===== config.mk =====
export PLATFORM = sky130hd
export DESIGN_NAME = ptw_walker
export DESIGN_NICKNAME = d
export VERILOG_FILES = /design/src/rtl/ptw_pkg.sv /design/src/rtl/ptw_vacheck.sv /design/src/rtl/ptw_leaf.sv /design/src/rtl/ptw_walker.sv
export SDC_FILE = /design/constraint.sdc
export NUM_CORES = 1
export LEC_CHECK = 0
export ABC_AREA = 0
export BUFFER_PORTS_ARGS = -buffer_cell sky130_fd_sc_hd__buf_2
export CORE_ASPECT_RATIO = 2
export CORE_MARGIN = 4
export CORE_UTILIZATION = 30
export CTS_BUF_LIST = sky130_fd_sc_hd__clkbuf_4
export CTS_CLUSTER_DIAMETER = 30
export DETAILED_ROUTE_END_ITERATION = 8
export GPL_ROUTABILITY_DRIVEN = 0
export PLACE_DENSITY = 0.59
export SLEW_MARGIN = 20
export SYNTH_ARGS = -nofsm -noshare
export SYNTH_HDL_FRONTEND = slang
export SYNTH_SLANG_ARGS = --single-unit

===== constraint.sdc =====
create_clock -name clk -period 12.3 [get_ports clk]
set_input_delay 1.23 -clock clk [delete_from_list [all_inputs] [get_ports clk]]
set_output_delay 1.23 -clock clk [all_outputs]
set_load 0.05 [all_outputs]

===== src/rtl/ptw_pkg.sv =====
package ptw_pkg;
  typedef enum logic [2:0] {
    FC_ACV = 3'd0,
    FC_FOR = 3'd1,
    FC_FOW = 3'd2,
    FC_FOE = 3'd3,
    FC_TNV = 3'd4
  } fault_e;

  typedef enum logic [1:0] {
    ACC_NONE  = 2'd0,
    ACC_READ  = 2'd1,
    ACC_WRITE = 2'd2,
    ACC_EXEC  = 2'd3
  } acc_e;

  typedef enum logic [1:0] {
    ST_IDLE = 2'd0,
    ST_L1   = 2'd1,
    ST_L2   = 2'd2,
    ST_L3   = 2'd3
  } walk_st_e;

  localparam int unsigned PTE_VALID_BIT = 0;
  localparam int unsigned PTE_FO_LSB    = 1;
  localparam int unsigned PTE_RD_BIT    = 8;
  localparam int unsigned PTE_WR_BIT    = 12;

  function automatic logic [2:0] acc_mask(input acc_e a);
    case (a)
      ACC_READ:  return 3'b001;
      ACC_WRITE: return 3'b010;
      ACC_EXEC:  return 3'b100;
      default:   return 3'b000;
    endcase
  endfunction
endpackage


===== src/rtl/ptw_vacheck.sv =====
module ptw_vacheck #(
  parameter int unsigned VA_IMPL_BITS = 43,
  parameter int unsigned WIN_SEL_LSB  = 41,
  parameter int unsigned WIN_SRC_BIT  = 40,
  parameter int unsigned WIN_DST_BIT  = 43
) (
  input  logic [63:0] va,
  output logic        sign_ok,
  output logic        win_hit,
  output logic [63:0] win_phys
);
  localparam int unsigned HI_W = 64 - VA_IMPL_BITS;

  logic [HI_W-1:0] hi_bits;

  always_comb begin
    hi_bits  = va[63:VA_IMPL_BITS];
    sign_ok  = (&hi_bits) | ~(|hi_bits);
    win_hit  = va[63] && (va[WIN_SEL_LSB+1:WIN_SEL_LSB] == 2'b10);
    win_phys = '0;
    win_phys[WIN_SRC_BIT-1:0] = va[WIN_SRC_BIT-1:0];
    win_phys[WIN_DST_BIT]     = va[WIN_SRC_BIT];
  end
endmodule


===== src/rtl/ptw_leaf.sv =====
module ptw_leaf
  import ptw_pkg::*;
#(
  parameter int unsigned PAGE_BITS = 13
) (
  input  logic [63:0] pte,
  input  logic        user,
  input  acc_e        need,
  output logic [63:0] page_addr,
  output logic [2:0]  perm_out,
  output logic        fault,
  output fault_e      code
);
  logic       rd_en, wr_en;
  logic [2:0] grant, masked, need_m;
  logic       unused_pte;

  assign unused_pte = ^{pte[31:16], pte[15:14], pte[11:10], pte[7:4]};

  always_comb begin
    page_addr = 64'(pte[63:32]) << PAGE_BITS;
    rd_en     = user ? pte[PTE_RD_BIT+1] : pte[PTE_RD_BIT];
    wr_en     = user ? pte[PTE_WR_BIT+1] : pte[PTE_WR_BIT];
    grant     = {rd_en, wr_en, rd_en};
    masked    = grant & ~pte[PTE_FO_LSB+2:PTE_FO_LSB];
    need_m    = acc_mask(need);
    fault     = 1'b0;
    code      = FC_ACV;
    perm_out  = masked;
    if (!pte[PTE_VALID_BIT]) begin
      fault = 1'b1;
      code  = FC_TNV;
    end else if ((need_m != 3'b000) && ((grant & need_m) == 3'b000)) begin
      fault = 1'b1;
      code  = FC_ACV;
    end else if ((need_m != 3'b000) && ((masked & need_m) == 3'b000)) begin
      fault = 1'b1;
      if (need_m[2])      code = FC_FOE;
      else if (need_m[1]) code = FC_FOW;
      else                code = FC_FOR;
    end
  end
endmodule


===== src/rtl/ptw_walker.sv =====
module ptw_walker
  import ptw_pkg::*;
#(
  parameter int unsigned VA_IMPL_BITS = 43,
  parameter int unsigned PAGE_BITS    = 13,
  parameter int unsigned IDX_BITS     = 10,
  parameter int unsigned PTE_SZ_LOG2  = 3
) (
  input  logic        clk,
  input  logic        rst_n,
  input  logic        req_valid,
  input  logic [63:0] req_va,
  input  logic [1:0]  req_acc,
  input  logic        req_user,
  input  logic [63:0] tbl_base,
  output logic        busy,
  output logic        mem_rd_valid,
  output logic [63:0] mem_rd_addr,
  input  logic        mem_rd_done,
  input  logic [63:0] mem_rd_data,
  output logic        done,
  output logic        ok,
  output logic [2:0]  fault_code,
  output logic [63:0] phys,
  output logic [2:0]  perm
);
  localparam int unsigned L3_LSB = PAGE_BITS;
  localparam int unsigned L2_LSB = PAGE_BITS + IDX_BITS;
  localparam int unsigned L1_LSB = PAGE_BITS + 2 * IDX_BITS;
  localparam int unsigned VA_TOP = L1_LSB + IDX_BITS;

  walk_st_e      state_q, state_d;
  logic [63:0]   va_q, base_q, base_d;
  logic          user_q;
  acc_e          need_q;
  logic          done_d, ok_q, ok_d;
  fault_e        fc_q, fc_d;
  logic [63:0]   phys_q, phys_d;
  logic [2:0]    perm_q, perm_d;
  logic          accept;
  logic [IDX_BITS-1:0] idx;

  logic          sign_ok, win_hit;
  logic [63:0]   win_phys;
  logic [63:0]   leaf_page;
  logic [2:0]    leaf_perm;
  logic          leaf_fault;
  fault_e        leaf_code;
  logic          unused_va;

  assign unused_va = ^{va_q[63:VA_TOP], va_q[L3_LSB-1:0]};

  ptw_vacheck #(.VA_IMPL_BITS(VA_IMPL_BITS)) u_vachk (
    .va(req_va), .sign_ok(sign_ok), .win_hit(win_hit), .win_phys(win_phys)
  );

  ptw_leaf #(.PAGE_BITS(PAGE_BITS)) u_leaf (
    .pte(mem_rd_data), .user(user_q), .need(need_q),
    .page_addr(leaf_page), .perm_out(leaf_perm),
    .fault(leaf_fault), .code(leaf_code)
  );

  assign accept       = (state_q == ST_IDLE) && req_valid;
  assign busy         = (state_q != ST_IDLE);
  assign mem_rd_valid = busy;

  always_comb begin
    case (state_q)
      ST_L1:   idx = va_q[L1_LSB +: IDX_BITS];
      ST_L2:   idx = va_q[L2_LSB +: IDX_BITS];
      default: idx = va_q[L3_LSB +: IDX_BITS];
    endcase
    mem_rd_addr = base_q + (64'(idx) << PTE_SZ_LOG2);
  end

  // next-state logic
  always_comb begin
    state_d = state_q;
    base_d  = base_q;
    done_d  = 1'b0;
    ok_d    = 1'b0;
    fc_d    = FC_ACV;
    phys_d  = '0;
    perm_d  = '0;
    case (state_q)
      ST_IDLE: begin
        base_d = tbl_base;
        if (req_valid) begin
          if (!sign_ok) begin
            done_d = 1'b1;
          end else if (win_hit) begin
            done_d = 1'b1;
            if (!req_user) begin
              ok_d   = 1'b1;
              phys_d = win_phys;
              perm_d = 3'b111;
            end
          end else begin
            state_d = ST_L1;
          end
        end
      end
      ST_L1, ST_L2: begin
        if (mem_rd_done) begin
          if (!mem_rd_data[PTE_VALID_BIT]) begin
            done_d  = 1'b1;
            fc_d    = FC_TNV;
            state_d = ST_IDLE;
          end else if (!mem_rd_data[PTE_RD_BIT]) begin
            done_d  = 1'b1;
            state_d = ST_IDLE;
          end else begin
            base_d  = leaf_page;
            state_d = (state_q == ST_L1) ? ST_L2 : ST_L3;
          end
        end
      end
      default: begin
        if (mem_rd_done) begin
          done_d  = 1'b1;
          state_d = ST_IDLE;
          if (leaf_fault) begin
            fc_d = leaf_code;
          end else begin
            ok_d   = 1'b1;
            phys_d = leaf_page;
            perm_d = leaf_perm;
          end
        end
      end
    endcase
  end

  // registers
  always_ff @(posedge clk or negedge rst_n) begin
    if (!rst_n) begin
      state_q <= ST_IDLE;
      va_q    <= '0;
      base_q  <= '0;
      user_q  <= 1'b0;
      need_q  <= ACC_NONE;
      done    <= 1'b0;
      ok_q    <= 1'b0;
      fc_q    <= FC_ACV;
      phys_q  <= '0;
      perm_q  <= '0;
    end else begin
      state_q <= state_d;
      done    <= done_d;
      if (accept) begin
        va_q   <= req_va;
        user_q <= req_user;
        need_q <= acc_e'(req_acc);
      end
      if (accept || (busy && mem_rd_done)) begin
        base_q <= base_d;
      end
      if (done_d) begin
        ok_q   <= ok_d;
        fc_q   <= fc_d;
        phys_q <= phys_d;
        perm_q <= perm_d;
      end
    end
  end

  assign ok         = ok_q;
  assign fault_code = fc_q;
  assign phys       = phys_q;
  assign perm       = perm_q;

  assert_rd_hold_R12: assert property (@(posedge clk) disable iff (!rst_n)
    (mem_rd_valid && !mem_rd_done) |=> (mem_rd_valid && $stable(mem_rd_addr)));

  assert_done_idle_R1: assert property (@(posedge clk) disable iff (!rst_n)
    done |-> !busy);

  assert_result_hold_R1: assert property (@(posedge clk) disable iff (!rst_n)
    !done |-> ($stable(ok) && $stable(fault_code) && $stable(phys) && $stable(perm)));

  assert_ok_covers_R9: assert property (@(posedge clk) disable iff (!rst_n)
    (done && ok && (need_q != ACC_NONE)) |-> ((perm & acc_mask(need_q)) != 3'b000));

  assert_fault_clear_R13: assert property (@(posedge clk) disable iff (!rst_n)
    (done && !ok) |-> ((phys == 64'd0) && (perm == 3'b000)));
endmodule


==> results of run 1 <==
-- kinds of logic after synthesis --
logic type	after synthesis	share of synthesized area, %
compound gates	193	16.4
simple gates	295	17.5
fa+ha+maj	15	2.25
buf+inv	90	5.47
flops	152	43.9
xor+xnor	59	5.96
mux	69	8.46
other cells	1	0.0433
-- per-layer routing --
layer / vias up / global-route usage (%) / wire [µm]
met4: 2 / 7.81 / 1050
met1: 3761 / 20.3 / 11200
li1: 3659 / - / -
met3: 47 / 3.80 / 1490
met2: 266 / 36.0 / 17100
met5: - / 0 / 13
-- cell type report --
type | count | area [µm²]
antenna | 3 | 7.51
clock buffer | 19 | 143
clock inverter | 13 | 226
fill | 2961 | 17600
inverter | 14 | 52.6
multi-input combinational | 650 | 4510
sequential | 152 | 3800
tap | 356 | 445
timing repair buffer | 302 | 1540
-- sequential cells by signal, indices dropped and copies added (netlist names) --
signal and cells:
need_q 2, base_q 64, state_q 2, va_q 30, ok 1, phys 45, user_q 1, fault_code 3
done 1, perm 3
-- worst reg2reg max path, cell delays in order, from the launching register on --
cell	delay [ns]
dfrtp_1	0.42
inv_1	0.14
ha_4	0.18
nand2_2	0.48
nor4_1	0.45
and3_1	0.70
buf_4	0.37
a22o_1	0.18
a21o_1	0.09
-- power by group --
part           total, mW  leakage (nW)  switching, mW  internal, mW
Combinational       1.86          3.49           1.34         0.521
Sequential         0.812          1.97          0.156         0.656
Clock              0.397         0.189          0.192         0.205
Total               3.07          5.65           1.69          1.38
-- metrics by stage --
stage | hold WS [ns] | total power, mW | cells | cell area (µm²)
floorplan | 0.440 | 2.19 | 892 | 8730
global placement | 0.450 | 2.69 | 1474 | 10300
detailed placement | 0.455 | 2.70 | 1474 | 10300
finish | 0.490 | 3.07 | 1509 | 10700
global route | 0.509 | 3.26 | 1509 | 10700
CTS | 0.489 | 3.11 | 1506 | 10700
-- worst max-delay path by stage --
| stage | depth (start not counted) | from | endpoint | slack, ns |
|---|---|---|---|---|
| after detailed placement | 14 | state_q[0] | mem_rd_addr[63] | 6.09 |
| after global routing | 14 | state_q[1] | mem_rd_addr[63] | 5.13 |
| after CTS | 14 | state_q[1] | mem_rd_addr[63] | 5.37 |
| after global placement | 14 | state_q[1] | mem_rd_addr[63] | 6.12 |
| final | 14 | state_q[1] | mem_rd_addr[63] | 5.50 |
| after floorplan | 17 | state_q[0] | mem_rd_addr[59] | 6.85 |
-- placed cells by master, fill, tap and decap left out, types with 5 or more instances in the layout --
cell type and n:
a211oi_1 13, a21o_1 32, a21oi_1 29, a22o_1 29, a22o_2 18, a22oi_1 10
and3_1 7, buf_2 292, buf_4 9, bufinv_16 6, clkbuf_4 19, conb_1 19
dfrtp_1 152, ha_1 13, inv_1 14, mux2_2 34, mux2i_1 35, nand2_1 114
nand2b_1 5, nand3_1 29, nand3b_1 34, nand4_1 32, nor2_1 31, nor3_1 10
nor4_1 18, o21ai_0 35, xnor2_1 16, xor2_1 43
==> impl_metrics.env, run 1 <==
export IMPL_outcome="finished clean"
export IMPL_cts_tree="built"
export IMPL_worstReg2RegEnd="phys[14]"
export IMPL_htreeDepth=4
export IMPL_grt_pass1_vias=7870
export IMPL_ctsHoldBuffers=0
export IMPL_utilization_pct=37.9
export IMPL_setup_viol=0
export IMPL_finalHoldViolCount=0
export IMPL_grt_max_degree=95
export IMPL_synthArstFlopShare_pct=100
export IMPL_avgSynthCellArea_um2=9.92
export IMPL_critical_path_cell_chain="inv_1 -> ha_4 -> buf_4 -> nor2_1 -> a21oi_1 -> ha_1 -> inv_1 -> fa_1 -> nor2b_1 -> o2111ai_1 -> a311oi_2 -> nand3_1 -> xnor2_1 -> buf_2"
export IMPL_yosysSeqAreaShare_pct=43.9
export IMPL_max_freq_mhz=147
export IMPL_ir_worst_vdd_mv=0.339
export IMPL_rsz0062_at_grt="false"
export IMPL_ys_types=59
export IMPL_holdPathStages=1
export IMPL_power_per_cell_area_nw_per_um2=286
export IMPL_cp_arrival_ns=5.57
export IMPL_rr_worst_depth=8
export IMPL_numCtsBuffers=17
export IMPL_synthFlopType="dfrtp_1"
export IMPL_synth_edf_count=0
export IMPL_end_kind="primary output"
export IMPL_hp_class="flop to flop"
export IMPL_drive_gt1_share_pct=35.3
export IMPL_pre_cts_ws_ns=6.09
export IMPL_rows=87
export IMPL_max_stage_delay_ns=0.75
export IMPL_power_leakage_nw=5.65
export IMPL_wl_per_cell_um=20.5
export IMPL_syn_inst=874
export IMPL_yosysWarnings=0
export IMPL_crit_type="flop to primary output"
export IMPL_yosys_area_top_type="dfrtp_1"
export IMPL_max_cap_viol_count=0
export IMPL_cp_start_kind="flop"
export IMPL_clk_pin_slew_worst_paths_ns=0.13
export IMPL_nets=1351
export IMPL_critPathTopFamily="compound AO/OA/AOI/OAI gates"
export IMPL_area_growth_pct=23.8
export IMPL_port_buffer_count=293
export IMPL_tightest_slew_ns=1.06
export IMPL_die_h_um=248
export IMPL_ctsResizeCount=0
export IMPL_ys_top_cells_by_count="152 x dfrtp_1, 115 x nand2_1, 43 x xor2_1"
export IMPL_die_w_um=128
export IMPL_core_area_um2=28300
export IMPL_slew_viol_final=0
export IMPL_synthesis_area_um2=8670
export IMPL_drc=0
export IMPL_finalCritPeriodShare_pct=55.3
export IMPL_antenna_found_initial=5
export IMPL_yosys_area_top_type_share_pct=43.9
export IMPL_clk_latency_ns=0.60
export IMPL_timing_final_ws_setup_ns=5.50
export IMPL_hpwl_mm=24.2
export IMPL_die_area_um2=31800
export IMPL_clock_path_buffers=2
export IMPL_ff2ff_setup_slack_ns=9.24
export IMPL_worst_path_max_delay_cell="a311oi_2"
export IMPL_wl_mm=30.9
export IMPL_num_io_pins=337
export IMPL_cp_max_fo=61
export IMPL_vias=7735
export IMPL_via_per_inst=5.13
export IMPL_antenna_left=0
export IMPL_synth_most_common_cell="dfrtp_1"
export IMPL_path_common_cell="inv_1"
export IMPL_r2r_start="state_q[0]"
export IMPL_gr_total_overflow=0
export IMPL_drtIter0Drc=267
export IMPL_finClkSkew_ns=0.0242
export IMPL_min_period_ns=6.80
export IMPL_first_pass_iters=5
export IMPL_worstPathBufferInverterCount=4
export IMPL_slew_limit_headroom_pct=29.1
export IMPL_setup_tns_ns=0
export IMPL_worst_ep_required_time_ns=11.07
export IMPL_min_to="phys[29]"
export IMPL_post_cts_buffers=0
export IMPL_cts_root_buf="clkbuf_4"
export IMPL_ys_ff_latch=152
export IMPL_ys_top_cells_by_area="dfrtp_1 44%, nand2_1 5.0%, mux2_2 4.4%"
export IMPL_hold_start="phys[29]"
export IMPL_clkSinkCount=152
export IMPL_floorplan_initialDensity_pct=30.6
export IMPL_grtUsageTotal_pct=19.1
export IMPL_grt_pass1_wl_mm=45.6
Power figures use the tool's default switching activity.
==> run 2, diff against run 1 <==
--- a/config.mk
+++ b/config.mk
@@ -5,7 +5,7 @@
 export SDC_FILE = /design/constraint.sdc
 export NUM_CORES = 1
 export LEC_CHECK = 0
-export ABC_AREA = 0
+export ABC_AREA = 1
 export BUFFER_PORTS_ARGS = -buffer_cell sky130_fd_sc_hd__buf_2
 export CORE_ASPECT_RATIO = 2
 export CORE_MARGIN = 4
==> constraint.sdc (replaced) <==
create_clock -name clk -period 6 [get_ports clk]
set_input_delay 0.6 -clock clk [delete_from_list [all_inputs] [get_ports clk]]
set_output_delay 0.6 -clock clk [all_outputs]
set_load 0.05 [all_outputs]
==> run 2 against run 1 <==
  * First-iteration DRC count rose to 2.5 times the previous value
  * Cell count rose by 42%
  * Power rose by 120%
  * Critical endpoint is now mem_rd_addr[33]
  * Worst hold slack got worse by 0.44 ns
  * Die area rose by 17%
  * Synthesized area rose by 18%
  * Critical path depth rose by 2
  * Global-route usage rose by 2.9 points
  * Setup slack got worse by 4.6 ns
  * Non-clock buffer count fell by 1
==> impl_metrics.env, run 2 <==
export IMPL_synthFlopType="dfrtp_1"
export IMPL_synthArstFlopShare_pct=100
export IMPL_power_leakage_nw=6.20
export IMPL_antenna_found_initial=2
export IMPL_utilization_pct=36.1
export IMPL_nets=1904
export IMPL_slew_limit_headroom_pct=28.0
export IMPL_wl_per_cell_um=19.7
export IMPL_synthesis_area_um2=10200
export IMPL_hp_class="input pin to asynchronous set/reset pin"
export IMPL_hpwl_mm=33.9
export IMPL_post_cts_buffers=0
export IMPL_finClkSkew_ns=0.0282
export IMPL_grt_pass1_wl_mm=63.4
export IMPL_drtIter0Drc=671
export IMPL_worst_ep_required_time_ns=5.40
export IMPL_yosysWarnings=0
export IMPL_ff2ff_setup_slack_ns=2.56
export IMPL_yosys_area_top_type_share_pct=37.1
export IMPL_drc=0
export IMPL_gr_total_overflow=0
export IMPL_avgSynthCellArea_um2=7.08
export IMPL_ys_top_cells_by_area="dfrtp_1 37%, nand3_1 12%, nand2_1 11%"
export IMPL_max_stage_delay_ns=0.47
export IMPL_cp_start_kind="flop"
export IMPL_yosysSeqAreaShare_pct=37.1
export IMPL_setup_tns_ns=0
export IMPL_cts_tree="built"
export IMPL_die_w_um=139
export IMPL_crit_type="flop to primary output"
export IMPL_grt_max_degree=97
export IMPL_worst_path_max_delay_cell="fa_1"
export IMPL_largest_reg_flops=64
export IMPL_final_cell_mix="293 x nand2_1, 292 x buf_2, 239 x nand3_1"
export IMPL_min_period_ns=5.10
export IMPL_max_freq_mhz=196
export IMPL_max_cap_viol_count=0
export IMPL_yosys_area_top_type="dfrtp_1"
export IMPL_setup_viol=0
export IMPL_numCtsBuffers=17
export IMPL_floorplan_initialDensity_pct=30.4
export IMPL_via_per_inst=5.09
export IMPL_rows=95
export IMPL_vias=10900
export IMPL_die_area_um2=37300
export IMPL_ctsResizeCount=0
export IMPL_cp_arrival_ns=4.50
export IMPL_clk_pin_slew_worst_paths_ns=0.15
export IMPL_cts_root_buf="clkbuf_4"
export IMPL_end_kind="primary output"
export IMPL_outcome="finished clean"
export IMPL_antenna_left=0
export IMPL_tightest_slew_ns=1.08
export IMPL_clock_path_buffers=2
export IMPL_finalHoldViolCount=0
export IMPL_ctsHoldBuffers=0
export IMPL_grtUsageTotal_pct=22.0
export IMPL_finalCritPeriodShare_pct=85.1
export IMPL_first_pass_iters=5
export IMPL_path_common_cell="inv_1"
export IMPL_timing_final_ws_setup_ns=0.896
export IMPL_synth_edf_count=0
export IMPL_rsz0062_at_grt="false"
export IMPL_total_power_mw=6.76
export IMPL_ys_top_cells_by_count="293 x nand2_1, 239 x nand3_1, 162 x inv_1"
export IMPL_final_common_cell="nand2_1"
export IMPL_drive_gt1_share_pct=24.1
export IMPL_area_growth_pct=18.5
export IMPL_ys_ff_latch=152
export IMPL_cp_max_fo=47
export IMPL_ys_types=43
export IMPL_critical_path_cell_chain="inv_1 -> ha_1 -> buf_4 -> o21ai_0 -> inv_1 -> ha_1 -> inv_1 -> fa_1 -> inv_2 -> nand3_1 -> nand2_1 -> a21oi_1 -> o21ai_2 -> nand2_1 -> xor2_1 -> buf_2"
export IMPL_pre_cts_ws_ns=1.60
export IMPL_syn_inst=1446
export IMPL_grt_pass1_vias=11000
export IMPL_htreeDepth=4
export IMPL_core_area_um2=33600
export IMPL_clk_latency_ns=0.62
export IMPL_ir_worst_vdd_mv=0.290
export IMPL_top_register="base_q"
export IMPL_die_h_um=269
export IMPL_clkSinkCount=152
export IMPL_num_io_pins=337
export IMPL_power_per_cell_area_nw_per_um2=557
export IMPL_port_buffer_count=293
export IMPL_slew_viol_final=0
export IMPL_synth_most_common_cell="nand2_1"
export IMPL_whs_ns=0.0543
export IMPL_wl_mm=42.1
run 2: changes by cell type after synthesis, sizes merged, moves of 33 or more:
cell   before  now
inv        14  172
nand3      29  242
a22o       47    0
or2         0   33
o21ai      35  135
nor2       31  125
mux2i      35    0
nand2     115  300
run 2: cell families (layout without fill, tap and decap cells):
family,Yosys count,count (layout),synth area share [%]
fa+ha+maj,15,15,1.91
compound gates,191,191,11.3
simple gates,789,789,35.3
other cells,1,20,0.0366
xor+xnor,30,30,2.57
flops,152,152,37.1
mux,2,2,0.220
buf+inv,266,505,11.6
run 2: per-layer routing:
| metal | global-route usage, % | part of all wire (%) |
|---|---|---|
| met3 | 3.72 | 5.2 |
| met1 | 21.8 | 34 |
| met2 | 42.2 | 55 |
| met5 | 0 | 0.029 |
| met4 | 12.7 | 6.1 |
run 2: worst paths after layout:
kind                       startpoint         endpoint  cells after the start
max                        state_q[1]  mem_rd_addr[33]                     16
min                             rst_n         va_q[31]                      1
max reg2reg                state_q[1]       base_q[30]                     11
min reg2reg                  va_q[22]         va_q[22]                      2
max in group asynchronous       rst_n         va_q[25]                      2
min in group clk           req_va[10]         phys[10]                      3
run 2: cell type report:
cell class | count | area [µm²]
Clock inverter | 14 | 130
Sequential cell | 152 | 3800
Timing Repair Buffer | 301 | 1550
Multi-Input combinational cell | 1046 | 5330
Antenna cell | 1 | 2.50
Fill cell | 3647 | 21500
Inverter | 172 | 646
Clock buffer | 18 | 135
Tap cell | 436 | 546
run 2: power by group:
part | switching [mW] | internal [mW] | total (mW) | leakage [nW]
sequential | 0.365 | 1.36 | 1.72 | 1.96
clock | 0.403 | 0.246 | 0.649 | 0.147
combinational | 3.34 | 1.05 | 4.39 | 4.10
total | 4.11 | 2.65 | 6.76 | 6.20
run 2: worst max-delay path: cells and delay by family, from the launching register on:
kind                       cells  cell delay [ns]
buffers and inverters          6             1.12
AOI/OAI and AO/OA              3             0.74
xor gates and xnor gates       1             0.24
adders and majority gates      3             1.01
DFF                            1             0.42
and+or+nand+nor                3             0.34
run 2: through the flow:
stage / instances / area [µm²]
6_report: 2140 / 12100
5_1_grt: 2140 / 12100
4_1_cts: 2139 / 12100
3_5_place_dp: 2107 / 11900
3_3_place_gp: 2107 / 11900
2_1_floorplan: 1464 / 10300
==> run 3, diff against run 2 <==
--- a/config.mk
+++ b/config.mk
@@ -15,6 +15,8 @@
 export DETAILED_ROUTE_END_ITERATION = 8
 export GPL_ROUTABILITY_DRIVEN = 0
 export PLACE_DENSITY = 0.59
+export RECOVER_POWER = 25
+export REMOVE_ABC_BUFFERS = 1
 export SLEW_MARGIN = 20
 export SYNTH_ARGS = -nofsm -noshare
 export SYNTH_HDL_FRONTEND = slang
==> run 3 against run 2 <==
  * The run now ends with capacitance limit, slew limit left
  * Combinational power grew 0.9%
  * Wire length down 2.4%
  * Cell area rose by 0.33%
  * Largest power group unchanged
  * Critical path type unchanged
  * Clock skew shrank 0.0026 ns
==> impl_metrics.env, run 3 (synthesis results as in run 2) <==
export IMPL_grt_pass1_vias=11000
export IMPL_clk_latency_ns=0.61
export IMPL_pre_cts_ws_ns=1.35
export IMPL_post_cts_buffers=0
export IMPL_via_per_inst=5.08
export IMPL_power_per_cell_area_nw_per_um2=565
export IMPL_worst_ep_required_time_ns=5.40
export IMPL_post_route_cell_area_um2=12200
export IMPL_cts_root_buf="clkbuf_4"
export IMPL_cp_max_fo=43
export IMPL_grt_max_degree=81
export IMPL_outcome="finished, violations left"
export IMPL_cts_tree="built"
export IMPL_clkSinkCount=152
export IMPL_port_buffer_count=293
export IMPL_clock_path_buffers=2
export IMPL_die_w_um=139
export IMPL_wl_mm=41.0
export IMPL_nFillCells=3674
export IMPL_rsz0062_at_grt="false"
export IMPL_post_dp_cell_area_um2=11900
export IMPL_numCtsBuffers=17
export IMPL_clk_pin_slew_worst_paths_ns=0.15
export IMPL_final_common_cell="nand2_1"
export IMPL_core_area_um2=33600
export IMPL_tightest_slew_ns=4.59
export IMPL_setup_viol=0
export IMPL_drtIter0Drc=738
export IMPL_end_kind="primary output"
export IMPL_gr_total_overflow=0
export IMPL_finalCritPeriodShare_pct=89.8
export IMPL_slew_limit_headroom_pct=-206
export IMPL_htreeDepth=4
export IMPL_grt_pass1_wl_mm=62.8
export IMPL_ir_worst_vdd_mv=0.384
export IMPL_finClkSkew_ns=0.0255
export IMPL_die_area_um2=37300
export IMPL_antenna_left=0
export IMPL_holdPathStages=3
export IMPL_power_leakage_nw=6.21
export IMPL_nets=1904
export IMPL_place_inst=2106
export IMPL_finalNonFillerCells=2142
export IMPL_top_register="base_q"
export IMPL_hpwl_mm=32.2
export IMPL_ctsResizeCount=0
export IMPL_wl_per_cell_um=19.2
export IMPL_drive_gt1_share_pct=24.1
export IMPL_min_period_ns=5.39
export IMPL_floorplan_initialDensity_pct=30.4
export IMPL_drc=0
export IMPL_max_freq_mhz=186
export IMPL_rr_worst_depth=10
export IMPL_die_h_um=269
export IMPL_first_pass_iters=5
export IMPL_finalHoldViolCount=0
export IMPL_num_io_pins=337
export IMPL_slew_viol_final=141
export IMPL_vias=10900
export IMPL_timing_final_ws_setup_ns=0.615
export IMPL_hp_class="input pin to flop"
export IMPL_rows=95
export IMPL_crit_type="flop to primary output"
export IMPL_antenna_found_initial=4
export IMPL_grtUsageTotal_pct=21.6
export IMPL_largest_reg_flops=64
export IMPL_setup_tns_ns=0
export IMPL_final_cell_mix="293 x nand2_1, 292 x buf_2, 239 x nand3_1"
export IMPL_cp_start_kind="flop"
export IMPL_cp_arrival_ns=4.79
export IMPL_violations="capacitance limit, slew limit"
export IMPL_area_growth_pct=18.9
export IMPL_max_cap_viol_count=2
[run 3: cell count changes in the layout (fill, tap and decap cells not counted), moves of 2 or more]
cell / before / now
buf_4: 7 / 5
clkbuf_1: 0 / 2
clkinv_2: 6 / 3
clkinv_4: 0 / 4
diode_2: 1 / 3
[run 3: worst max-delay path: stages (launching register included)]
cell and delay [ns]:
dfrtp_1 0.44, inv_1 0.08, ha_1 0.32, inv_2 0.54, a221o_1 0.28, o21ai_0 0.15
inv_1 0.11, ha_1 0.20, inv_1 0.07, fa_1 0.43, inv_2 0.09, nand3_1 0.06
nand2_1 0.17, a21oi_1 0.21, o21ai_2 0.38, nand2_1 0.11, xor2_1 0.20, buf_2 0.30
[run 3: what timing repair did]
action | 4_1_cts | 5_1_grt
hold buffers | 1 | 0
setup endpoints to repair | 0 | 0
endpoints found under the hold margin | 13 | 0
[run 3: per-layer routing]
layer / vias to the layer above / part of all wire, % / global-route usage [%] / wire length (µm)
met1: 5103 / 34 / 22.2 / 14100
met4: 2 / 6.8 / 13.2 / 2770
met2: 432 / 54 / 40.4 / 22200
li1: 5227 / - / - / -
met5: - / 0.032 / 0 / 13
met3: 113 / 4.6 / 3.44 / 1900
[run 3: power by group]
group          switching (mW)  internal [mW]  total (mW)  leakage, nW
Clock                   0.421          0.290       0.710        0.160
Sequential              0.379           1.36        1.74         1.96
Combinational            3.39           1.04        4.43         4.09
Total                    4.19           2.69        6.87         6.21
[run 3: metrics by stage]
step                power (mW)  hold WS (ns)  util [%]
finish                    6.87         0.215      36.2
global placement          6.15         0.461      35.2
floorplan                 4.75         0.304         -
global route              7.36         0.161      36.2
CTS                       6.93         0.150      36.2
detailed placement        6.20         0.468      35.3
[run 3: worst paths after layout]
kind,startpoint,to,slack (ns)
hold / removal,req_va[6],phys[6],0.22
setup / recovery,state_q[0],mem_rd_addr[33],0.61
hold reg to reg,va_q[15],va_q[15],0.50
min in group asynchronous,rst_n,phys[21],2.16
max in group asynchronous,rst_n,base_q[40],1.23
setup reg to reg,state_q[0],base_q[15],2.43
[run 3: cell type report]
type / instances / area (µm²) / share of cell area (%)
Multi-Input combinational cell: 1046 / 5340 / 43.9
Timing Repair Buffer: 301 / 1530 / 12.5
Sequential cell: 152 / 3800 / 31.2
Inverter: 172 / 646 / 5.30
Clock buffer: 17 / 128 / 1.05
Antenna cell: 3 / 7.51 / 0.0616
Tap cell: 436 / 546 / 4.48
Clock inverter: 15 / 176 / 1.45
